$ cat config.mk
export PLATFORM = sky130hd
export DESIGN_NAME = dual_seq_detector
export DESIGN_NICKNAME = d
export VERILOG_FILES = /design/src/rtl/det_pkg.sv /design/src/rtl/det_next_state.sv /design/src/rtl/det_output_decode.sv /design/src/rtl/det_state_reg.sv /design/src/rtl/dual_seq_detector.sv
export SDC_FILE = /design/constraint.sdc
export NUM_CORES = 1
export LEC_CHECK = 0
export ABC_AREA = 1
export BUFFER_PORTS_ARGS = -buffer_cell sky130_fd_sc_hd__clkbuf_2
export CORE_AREA = 2 2 39 41
export CTS_CLUSTER_SIZE = 24
export DETAILED_ROUTE_END_ITERATION = 16
export DIE_AREA = 0 0 41 43
export PLACE_DENSITY = 0.32
export SLEW_MARGIN = 20
export SYNTH_ARGS = -nofsm -noshare
export SYNTH_HDL_FRONTEND = slang
export SYNTH_SLANG_ARGS = --single-unit
$ cat constraint.sdc
create_clock -name clk -period 1.2 [get_ports clk]
set_input_delay 0.18 -clock clk [delete_from_list [all_inputs] [get_ports clk]]
set_output_delay 0.18 -clock clk [all_outputs]
set_load 0.02 [all_outputs]
$ cat src/rtl/det_pkg.sv
// Shared types for the two-pattern serial detector.
// Each state names the longest pattern prefix currently held.
package det_pkg;
    localparam int unsigned STATE_W = 3;

    typedef enum logic [STATE_W-1:0] {
        ST_IDLE = 3'd0,  // no useful prefix
        ST_G1   = 3'd1,  // seen 1
        ST_G10  = 3'd2,  // seen 10
        ST_G11  = 3'd3,  // seen 11
        ST_G100 = 3'd4,  // seen 100
        ST_G111 = 3'd5   // seen 111
    } det_state_t;
endpackage

$ cat src/rtl/det_next_state.sv
// Next-state function of the detector.
// Assumes the current state is one of the six legal codes; any other code
// falls back to the idle state.
module det_next_state
    import det_pkg::*;
(
    input  det_state_t cur_state,
    input  logic       bit_in,
    output det_state_t nxt_state
);
    // Purpose: pick the longest surviving prefix after accepting bit_in.
    always_comb begin
        unique case (cur_state)
            ST_IDLE: nxt_state = bit_in ? ST_G1   : ST_IDLE;
            ST_G1:   nxt_state = bit_in ? ST_G11  : ST_G10;
            ST_G10:  nxt_state = bit_in ? ST_G1   : ST_G100;
            ST_G11:  nxt_state = bit_in ? ST_G111 : ST_G10;
            ST_G100: nxt_state = bit_in ? ST_G1   : ST_IDLE;
            ST_G111: nxt_state = bit_in ? ST_G111 : ST_G10;
            default: nxt_state = ST_IDLE;
        endcase
    end
endmodule

$ cat src/rtl/det_output_decode.sv
// Mealy output decode: flags a completed pattern from state and input.
// Assumes the state is legal. Purely combinational with no storage.
module det_output_decode
    import det_pkg::*;
(
    input  det_state_t cur_state,
    input  logic       bit_in,
    output logic       match
);
    // Purpose: a 1 arriving after 100 or 111 completes a pattern.
    always_comb begin
        match = 1'b0;
        if (bit_in) begin
            match = (cur_state == ST_G100) || (cur_state == ST_G111);
        end
    end
endmodule

$ cat src/rtl/det_state_reg.sv
// State register with synchronous active-low reset.
// Assumes rst_n is synchronous to clk.
module det_state_reg
    import det_pkg::*;
#(
    parameter det_state_t RESET_STATE = ST_IDLE
) (
    input  logic       clk,
    input  logic       rst_n,
    input  det_state_t nxt_state,
    output det_state_t cur_state
);
    // Purpose: hold the prefix state, loading the reset state when rst_n is low.
    always_ff @(posedge clk) begin
        if (!rst_n) cur_state <= RESET_STATE;
        else        cur_state <= nxt_state;
    end
endmodule

$ cat src/rtl/dual_seq_detector.sv
// Top level of the overlapping 1111 / 1001 serial detector.
// One input bit is accepted per rising edge. The match flag is combinational
// (Mealy) from the registered prefix state and the present bit.
module dual_seq_detector
    import det_pkg::*;
(
    input  logic clk,
    input  logic rst_n,
    input  logic bit_in,
    output logic match
);
    det_state_t cur_state;
    det_state_t nxt_state;

    det_next_state u_next (
        .cur_state (cur_state),
        .bit_in    (bit_in),
        .nxt_state (nxt_state)
    );

    det_state_reg #(.RESET_STATE(ST_IDLE)) u_reg (
        .clk       (clk),
        .rst_n     (rst_n),
        .nxt_state (nxt_state),
        .cur_state (cur_state)
    );

    det_output_decode u_out (
        .cur_state (cur_state),
        .bit_in    (bit_in),
        .match     (match)
    );

    // a reset edge leaves the machine in the empty-prefix state.
    p_reset_idle_r1: assert property (@(posedge clk)
        !rst_n |=> (cur_state == ST_IDLE));

    // both patterns end in 1, so a flag with a 0 input is wrong.
    p_no_match_on_zero_r5: assert property (@(posedge clk) disable iff (!rst_n)
        match |-> bit_in);

    // a 1 after three stored ones must flag.
    p_ones_flag_r2: assert property (@(posedge clk) disable iff (!rst_n)
        (cur_state == ST_G111 && bit_in) |-> match);

    // a run of ones keeps the machine in the three-ones state.
    p_ones_hold_r4: assert property (@(posedge clk) disable iff (!rst_n)
        (cur_state == ST_G111 && bit_in) |=> (cur_state == ST_G111));

    // the closing 1 of 1001 is retained as a fresh single-1 prefix.
    p_share_tail_r7: assert property (@(posedge clk) disable iff (!rst_n)
        (cur_state == ST_G100 && bit_in) |=> (cur_state == ST_G1));

    // the closing 1 of 1001 must flag.
    p_tail_flag_r3: assert property (@(posedge clk) disable iff (!rst_n)
        (cur_state == ST_G100 && bit_in) |-> match);
endmodule

* Word level (Yosys, flattened, before mapping)
Cells that the tools add are included.
** Cells by class
- Equality and inequality tests :: 5
- Mux-type cells :: 6
- Reductions and logical operators :: 4
** Operators with widths (number)
- case mux 3 bit (4 select lines) :: 1
- equality test 3 x 2 -> 1 bit (second input constant) :: 2
- equality test 3 bit (second input constant) :: 2
- 2-to-1 mux 3 bit :: 2
- OR reduction 2 bit :: 2
- equality test 3 x 1 -> 1 bit (second input constant) :: 1
- zero test 3 bit :: 1
- 2-to-1 mux 1 bit :: 3
- logical OR 1 bit :: 1
** Word-level totals
- Flip-flop bits (word level) :: 3
- Input bits :: 3
- Output and inout bits :: 1
- Word-level logic and storage cells :: 16

* Depth between registers and ports, before layout
Gate-level depths: netlist of the first run.
- Word-level depth :: 3
- Depth in mapped cells :: 4
- Gate-level depth less buffers :: 4

* Cells and area by module
From an unflattened synthesis of the first run, not the netlist that was laid out.
** Second synthesis, totals
- Cells, all modules :: 23
- Area total of the unflattened synthesis :: 155.1 um^2
** By module, submodules not included
- det_state_reg :: instances 1, cells each 9, area each 82.6 um^2, seq. area each 60.1 um^2
- det_next_state :: instances 1, cells each 12, area each 62.6 um^2, seq. area each 0.0 um^2
- det_output_decode :: instances 1, cells each 2, area each 10.0 um^2, seq. area each 0.0 um^2

* Worst setup path after synthesis of the first run
No wires, ideal clock.
- Path kind :: reg-to-reg
- From :: register u_reg.cur_state[2]
- To :: register u_reg.cur_state[2]
- Setup time :: 62 ps
- Data arrival time :: 767 ps
- Required time :: 1138 ps
- Slack :: 371 ps
- Cell stages (with the launch flop) :: 5
- Buffers on the path :: 0
- Clock period less this slack :: 829 ps
- Path through :: dfxtp_1 -> nand2_1 -> nor2_2 -> nor2_1 -> nor2_2
** On the way
- Cells in the longest elaborated chain, start to end :: 3
- Elaborated cells on any way between the ends :: 9
- Those cells by class :: 5 x eq/ne; 1 x mux; 3 x reduce/logical
** RTL lines
- start, declared :: line det_state_reg.sv:11 : output det_state_t cur_state
- start signal, assigned :: line det_state_reg.sv:16 : else cur_state <= nxt_state;
- equality test 3 x 2 -> 1 bit (tied with other cells) :: line det_next_state.sv:13 : unique case (cur_state)
- OR reduction 2 bit (no line)
- case mux 3 bit (4 select lines) * :: line det_next_state.sv:13
Every way passes the cells marked *; elsewhere a longest branch is shown, timed or not.
A chain may end at the register's enable or synchronous reset.

* Final worst setup path of the first run
- From :: register u_reg.cur_state[2]
- To :: output port match
** On the way
- Cells in the longest elaborated chain, start to end :: 3
- Elaborated cells on any way between the ends :: 4
- Those cells by class :: 2 x eq/ne; 1 x mux; 1 x reduce/logical
** RTL lines
- equality test 3 bit :: line det_output_decode.sv:14 : match = (cur_state == ST_G100) || (cur_state == ST_G111);
- logical OR 1 bit * :: line det_output_decode.sv:14
- 2-to-1 mux 1 bit * :: line det_output_decode.sv:13 : if (bit_in) begin
- end, declared :: line dual_seq_detector.sv:10 : output logic match
Marks and branches as above.

==> results_dict.tcl, run 1 <==
set metrics [dict create \
    status "complete, no violations" \
    ant_nets 0 \
    final_net_count 32 \
    global_route_wire_length_before_repair_microns 455 \
    clk_path_buf_depth 2 \
    syn_std_cell_area_sq_um 138 \
    drc 0 \
    dp_hpwl_microns 191 \
    critical_path_required_ns 1.02 \
    endpoint_kind "primary output" \
    firstDrtPassIters 2 \
    fin_crit_sh_pct 92.2 \
    io_buffer_count 3 \
    power_density_nw_per_um2 1520 \
    clock_latency_ns 0.23 \
    syn_inst 21 \
    effective_utilization_at_floorplan_pct 9.95 \
    crit_type "reg -> out" \
    routedWlPerCell_microns 6.00 \
    fin_tns_setup_ns 0 \
    vias 136 \
    rel_slew_slack_pct 90.7 \
    vias_per_cell 3.09 \
    routabilityCongestion 0.596 \
    worst-path-max-fanout 4 \
    mostFrequentLayoutCell "nor2_1" \
    worst_hold_slack_ns 0.212 \
    clk_pin_slew_ns 0.04 \
    placeableCoreArea_sq_um 1380 \
    floorplan.die_area_sq_um 1760 \
    pin_count_of_the_biggest_net_entering_global_routing 5 \
    setup_viol 0 \
    worst_min_delay_path_category "in -> reg" \
    worst_setup_path_start_kind "register" \
    globalRouteTotalUtil_pct 4.71 \
    dp_cells 40 \
    boundaryPins 4 \
    worst_setup_skew_after_layout_ns 0.000796 \
    floorplan_row_count 14 \
    floorplan.die.height_microns 43 \
    synth-seq-cells 3 \
    antenna_found_initial 0 \
    cts_root_buffer "clkbuf_4" \
    postCtsSetupBuffers 0 \
    max_clock_freq_ghz 0.904 \
    layout-area-overhead-vs-synth_pct 46.4 \
    netlist-cell-type-count 8 \
    fp.dieW_microns 41 \
    avg_inst_size_synth_sq_um 6.55 \
    routed_wirelength_microns 264 \
    max_reg_flops 3 \
    cts_num_sinks 3 \
    worstPathArrival_ns 0.93 \
    vdd.ir_drop.worst_mv 0.575 \
    min_period_ns 1.11 \
    reg_top3 "u_reg.cur_state: 3 flops" \
    drv_slew 0 \
    number_of_drc_markers_in_iteration_0 1 \
    layout.cells.non_filler 44 \
    postSynthNetCount 24 \
    ys_seq_area_share_pct 43.6 \
    first_global_vias 117 \
    grt_setup_unrepaired "no" \
    htree_num_levels 1 \
    cap_violations 0 \
    final_hold_viol_count 0 \
    ys.warnings.count 0 \
    tightestPinTransition_ns 0.139 \
    post_route_cells_drive_above_1_share_pct 28.6 \
    layout_common_cells "nor2_1 (5), nand2_1 (4), inv_1 (4)" \
    n_fill_cell 158 \
    grt.overflow.total 0 \
    tritoncts.num_buffers 3 \
    cts_tree "yes" \
    cellLeakagePower_nw 0.0959 \
    registers.top_by_ff_count "u_reg.cur_state" \
    antenna_cells_inserted 0 \
]
==> final cells by class <==
type,instances,area [sq um],share of cell area [%]
inverters,4,15.0,7.45
well taps,16,20.0,9.94
repair buffers,3,17.5,8.70
multi-input cells,14,62.6,31.1
clock buffers,4,26.3,13.0
flip-flops and latches,3,60.1,29.8
==> cell families (layout without fill, tap and decap cells) <==
logic type      count (synthesis)  after routing  share of synthesized area, %
buf+inv                         4             11                          10.9
flops                           3              3                          43.6
compound gates                  1              1                          3.63
simple gates                   13             13                          41.8
==> path summary, 6_finish.rpt <==
kind                           start            endpoint  slack (ns)  depth (start not counted)
setup / recovery  u_reg.cur_state[2]               match        0.09                          3
hold reg to reg   u_reg.cur_state[0]  u_reg.cur_state[1]        0.45                          2
setup reg to reg  u_reg.cur_state[2]  u_reg.cur_state[2]        0.47                          4
hold / removal                 rst_n  u_reg.cur_state[2]        0.21                          3
==> routing by layer <==
layer	GRT usage (%)	wire (microns)
met5	0	0
met4	0	0
met3	9.42	56
met2	3.44	84
met1	5.75	123
==> synthesized netlist by cell type <==
library cell | count | share of area (%)
nor2_2 | 2 | 9.1
and2_1 | 1 | 4.5
inv_1 | 4 | 11
dfxtp_1 | 3 | 44
nor2_1 | 5 | 14
a21oi_1 | 1 | 3.6
nand3_1 | 1 | 3.6
nand2_1 | 4 | 11
==> worst max-delay path: stages, from the launching register on <==
cell and delay (ns):
dfxtp_1 0.36, nand2_1 0.08, nor2_2 0.10, buf_4 0.15
==> through the flow <==
| step | setup WS [ns] | power (mW) | instance area, sq um | utilization, % |
|---|---|---|---|---|
| after floorplan | 0.371 | 0.122 | 138 | - |
| after global placement | 0.324 | 0.129 | 173 | 12.5 |
| after detailed placement | 0.308 | 0.129 | 173 | 12.5 |
| after CTS | 0.0478 | 0.315 | 199 | 14.4 |
| after global routing | 0.0158 | 0.328 | 201 | 14.6 |
| final | 0.0937 | 0.306 | 201 | 14.6 |
==> timing repair <==
item	CTS	global route
resized for setup	0	2
hold endpoints to repair	0	0
hold buffers	0	0
endpoints found under the setup margin	0	1
==> where the power goes <==
group	leakage (nW)	internal, mW	total, mW	switching (mW)
sequential	0.0246	0.104	0.108	0.00350
clock	0.0150	0.125	0.178	0.0534
combinational	0.0563	0.00893	0.0197	0.0108
total	0.0959	0.238	0.306	0.0677
No activity file was read; power rests on OpenSTA's default activity.
==> inputs of run 2 (changes only) <==
- clock period: 1.2 -> 1.05 ns (I/O delays scaled with it)
==> run 2 against run 1 <==
Effect of this change:
- sequential share of layout area is 3.5 points lower
- first-iteration DRC count decreased by 100%
- non-clock buffer count increased by 2
- clock power increased by 14%
- sequential power is 15% higher
- sequential cell count unchanged
- critical path type unchanged
==> results_dict.tcl, run 2 (synthesis results as in run 1) <==
set metrics [dict create \
    tightestPinTransition_ns 0.181 \
    grt_setup_unrepaired "no" \
    finalWorstSetupSlack_ns 0.0541 \
    worst_setup_skew_after_layout_ns 0.000586 \
    min_period_ns 0.996 \
    mostFrequentLayoutCell "nor2_1" \
    effective_utilization_at_floorplan_pct 9.95 \
    clk_path_buf_depth 2 \
    cellLeakagePower_nw 0.110 \
    worst_hold_startpoint "rst_n" \
    pre_cts_ws_ns 0.180 \
    finish.utilization_pct 16.8 \
    antenna_cells_inserted 0 \
    registers.top_by_ff_count "u_reg.cur_state" \
    multi_input_area_sq_um 70.1 \
    number_of_drc_markers_in_iteration_0 0 \
    cap_violations 0 \
    path_buf_inv 1 \
    crit_path_cell_trace "nand2_2 > nor2_4 > buf_8" \
    max_reg_flops 3 \
    worst_min_delay_path_category "in -> reg" \
    ant_nets 0 \
    fin_crit_sh_pct 94.8 \
    drc 0 \
    cpMaxStageDelayCell "dfxtp_2" \
    critical_path.reg2reg.startpoint "u_reg.cur_state[1]" \
    worstHoldPathCells 3 \
    antenna_found_initial 0 \
    floorplan.die_area_sq_um 1760 \
    layout_common_cells "nor2_1 (5), inv_1 (4), nand2_1 (3), clkbuf_4 (3)" \
    critical-path-top-delay-family "flip-flops" \
    worst_setup_path_start_kind "register" \
    firstDrtPassIters 1 \
    register_area_sq_um 61.3 \
    layout-area-overhead-vs-synth_pct 69.1 \
    final_net_count 34 \
    vias_per_cell 3.11 \
    final_hold_viol_count 0 \
    clk_pin_slew_ns 0.04 \
    max_clock_freq_ghz 1.00 \
    placeableCoreArea_sq_um 1380 \
    grt.overflow.total 0 \
    hold_crit_endpoint "u_reg.cur_state[2]" \
    floorplan_row_count 14 \
    floorplan.die.height_microns 43 \
    status "complete, no violations" \
    worst_hold_slack_ns 0.184 \
    worst_r2r_path_depth 4 \
    n_fill_cell 150 \
    tritoncts.num_buffers 3 \
    drv_slew 0 \
    dp_hpwl_microns 191 \
    clock_latency_ns 0.23 \
    reg2reg_to "u_reg.cur_state[2]" \
    regToRegSetupSlack_ns 0.20 \
    rel_slew_slack_pct 87.9 \
    post_route_cells_drive_above_1_share_pct 40.0 \
    setup_viol 0 \
    vias 143 \
    cts_tree "yes" \
    cts_num_sinks 3 \
    endpoint_kind "primary output" \
    power_density_nw_per_um2 1520 \
    boundaryPins 4 \
    pin_count_of_the_biggest_net_entering_global_routing 5 \
    routed_wirelength_microns 292 \
    first_global_vias 140 \
    worstPathArrival_ns 0.84 \
    cts.hold.buffers_added 0 \
    global_route_wire_length_before_repair_microns 524 \
    htree_num_levels 1 \
    vdd.ir_drop.worst_mv 0.710 \
    max_stage_delay_ns 0.33 \
    worst-path-max-fanout 2 \
    reg_top3 "u_reg.cur_state: 3 flops" \
    crit_type "reg -> out" \
    critical_path_required_ns 0.89 \
    cts_root_buffer "clkbuf_4" \
    routabilityCongestion 0.596 \
    io_buffer_count 3 \
    globalRouteTotalUtil_pct 5.31 \
    routedWlPerCell_microns 6.35 \
    fp.dieW_microns 41 \
]
run 2: cell types whose count changed in the layout (fill, tap and decap cells not counted):
cell,before,now
buf_8,0,1
nor2_2,2,1
dfxtp_1,3,2
buf_4,1,2
nand2_1,4,3
nand2_2,0,1
nor2_4,0,1
dfxtp_2,0,1
run 2: per-layer routing:
metal	track usage [%]	wire length, microns	up-vias
met5	0	0	-
met4	0	0	0
met3	9.42	56	0
met2	5.31	105	7
met1	5.75	130	57
li1	-	-	79
run 2: stage by stage:
step                      std cells  power (mW)  TNS [ns]  instance area [sq um]
after floorplan                  21       0.139         0                    138
after global placement           40       0.148         0                    173
after detailed placement         40       0.147         0                    173
after CTS                        46       0.363  -0.00744                    226
after global routing             46       0.379         0                    233
final                            46       0.354         0                    233
run 2: power by group:
group,total (mW),internal [mW],switching (mW)
Clock,0.203,0.142,0.0610
Sequential,0.124,0.119,0.00438
Combinational,0.0265,0.0126,0.0139
Total,0.354,0.275,0.0793
run 2: how the worst max path moves through the flow:
stage	start	end	slack [ns]	cells past startpoint
2_1_floorplan	u_reg.cur_state[2]	u_reg.cur_state[2]	0.22	4
3_3_place_gp	u_reg.cur_state[2]	match	0.20	3
3_5_place_dp	u_reg.cur_state[2]	match	0.18	3
4_1_cts	u_reg.cur_state[2]	match	-0.007	3
5_1_grt	u_reg.cur_state[2]	match	0.005	3
6_report	u_reg.cur_state[2]	match	0.05	3
run 2: worst register-to-register path: cells and delay by family, from the launching register on:
kind / cells / cell delay, ns
buf+inv: 1 / 0.13
flops: 1 / 0.40
simple gates: 3 / 0.21
run 2: repair_timing:
item,CTS,global route
resized for setup,4,2
pin swaps,2,1
setup endpoints to repair,1,1
buffers inserted,2,0
run 2: area by class of cell:
type,count,share of cell area (%)
multi-input cells,14,30.1
flip-flops and latches,3,26.3
repair buffers,5,17.2
clock buffers,4,11.3
well taps,16,8.60
inverters,4,6.45
==> inputs of run 3 (changes only) <==
- PLACE_DENSITY: 0.32 -> not set
==> run 3 against run 2 <==
Effect of this change:
- hold slack better by 0.0047 ns
- register-to-register slack better by 0.04 ns
- critical path depth unchanged
- die area unchanged
- non-clock buffer count down 1
- sequential share of layout area up 1.0 points
- setup slack worse by 0.0048 ns
- total power down 1.2%
- first-iteration DRC count up 2
==> results_dict.tcl, run 3 (synthesis results as in run 1) <==
set metrics [dict create \
    io_buffer_count 3 \
    power.share.sequential_pct 35.4 \
    drv_slew 0 \
    fp.dieW_microns 41 \
    number_of_drc_markers_in_iteration_0 2 \
    vdd.ir_drop.worst_mv 0.215 \
    vias 144 \
    pin_count_of_the_biggest_net_entering_global_routing 5 \
    swShare_pct 21.7 \
    effective_utilization_at_floorplan_pct 9.95 \
    final_net_count 33 \
    p_int_mw 0.274 \
    crit_type "reg -> out" \
    pwr-share-comb_pct 7.4 \
    antenna_found_initial 0 \
    ant_nets 0 \
    antenna_cells_inserted 0 \
    pwr-share-clk_pct 57.2 \
    cap_violations 0 \
    reg2reg_to "u_reg.cur_state[0]" \
    fin_crit_sh_pct 95.3 \
    worst_setup_skew_after_layout_ns 0.00123 \
    worst_setup_path_start_kind "register" \
    min_period_ns 1.00 \
    tightestPinTransition_ns 0.177 \
    floorplan.die.height_microns 43 \
    post_dp_cell_area_sq_um 173 \
    vias_per_cell 3.20 \
    worst_hold_startpoint "rst_n" \
    boundaryPins 4 \
    cellLeakagePower_nw 0.104 \
    final_hold_viol_count 0 \
    cts_tree "yes" \
    grt.overflow.total 0 \
    mostFrequentLayoutCell "nor2_1" \
    dp_cells 40 \
    htree_num_levels 1 \
    reg_top3 "u_reg.cur_state: 3 flops" \
    floorplan_row_count 14 \
    worst_r2r_path_depth 3 \
    first_global_vias 121 \
    status "complete, no violations" \
    finish.utilization_pct 16.2 \
    power.total_mw 0.350 \
    switching_power_mw 0.0759 \
    pre_cts_ws_ns 0.196 \
    layout-area-overhead-vs-synth_pct 62.7 \
    cts_root_buffer "clkbuf_4" \
    floorplan.die_area_sq_um 1760 \
    worstPathArrival_ns 0.84 \
    worst-path-max-fanout 2 \
    layout.cells.non_filler 45 \
    globalRouteTotalUtil_pct 4.71 \
    worstHoldPathCells 3 \
    worst_min_delay_path_category "in -> reg" \
    worst_hold_slack_ns 0.188 \
    n_fill_cell 161 \
    critical_path_required_ns 0.89 \
    post_route_cells_drive_above_1_share_pct 37.9 \
    regToRegSetupSlack_ns 0.24 \
    routed_wirelength_microns 287 \
    firstDrtPassIters 2 \
    layout_common_cells "nor2_1 (5), inv_1 (4), nand2_1 (3), clkbuf_4 (3)" \
    max_reg_flops 3 \
    power_density_nw_per_um2 1560 \
    hold_crit_endpoint "u_reg.cur_state[2]" \
    clock_latency_ns 0.23 \
    fin_tns_setup_ns 0 \
    grt_setup_unrepaired "no" \
    clk_path_buf_depth 2 \
    max_clock_freq_ghz 0.999 \
    global_route_wire_length_before_repair_microns 414 \
    critical_path.reg2reg.startpoint "u_reg.cur_state[2]" \
    routedWlPerCell_microns 6.38 \
    finalWorstSetupSlack_ns 0.0493 \
    cts_num_sinks 3 \
    routabilityCongestion 0.517 \
    stdcell_area_sq_um 224 \
    setup_viol 0 \
    drc 0 \
    endpoint_kind "primary output" \
    registers.top_by_ff_count "u_reg.cur_state" \
    placeableCoreArea_sq_um 1380 \
    clk_pin_slew_ns 0.04 \
    rel_slew_slack_pct 88.2 \
    tritoncts.num_buffers 3 \
]
[run 3: area by class of cell]
type	count	area, sq um	area share [%]
inverters	4	15.0	6.70
clock buffers	4	26.3	11.7
repair buffers	4	31.3	14.0
multi-input cells	14	70.1	31.3
flip-flops and latches	3	61.3	27.4
well taps	16	20.0	8.94
[run 3: metal layers]
layer	global-route usage, %	part of all wire [%]	vias up
li1	-	-	77
met1	2.56	38	63
met2	5.63	50	4
met3	6.28	12	0
met4	6.00	0	0
met5	0	0	-
[run 3: power by group through the flow]
stage	logic (mW)	clock network, mW	registers (mW)
finish	0.0260	0.200	0.124
global route	0.0291	0.226	0.124
CTS	0.0255	0.212	0.123
detailed placement	0.0229	0	0.125
global placement	0.0227	0	0.125
floorplan	0.0149	0	0.124
[run 3: timing repair]
item | 4_1_cts | 5_1_grt
hold buffers | 0 | 0
pin swaps | 2 | 1
gates resized for setup | 3 | 2
buffers inserted | 1 | 0
endpoints found under the hold margin | 0 | 0
endpoints found under the setup margin | 1 | 1
[run 3: critical path: stages (launching register included)]
cell and delay [ns]:
dfxtp_2 0.33, nand2_2 0.06, nor2_4 0.08, clkbuf_8 0.14
[run 3: worst max-delay path by stage]
| stage | from | to | slack (ns) | cells past startpoint |
|---|---|---|---|---|
| detailed placement | u_reg.cur_state[2] | match | 0.20 | 3 |
| CTS | u_reg.cur_state[2] | match | -0.003 | 3 |
| floorplan | u_reg.cur_state[2] | u_reg.cur_state[2] | 0.22 | 4 |
| global route | u_reg.cur_state[2] | match | 0.007 | 3 |
| global placement | u_reg.cur_state[2] | match | 0.23 | 3 |
| finish | u_reg.cur_state[2] | match | 0.05 | 3 |
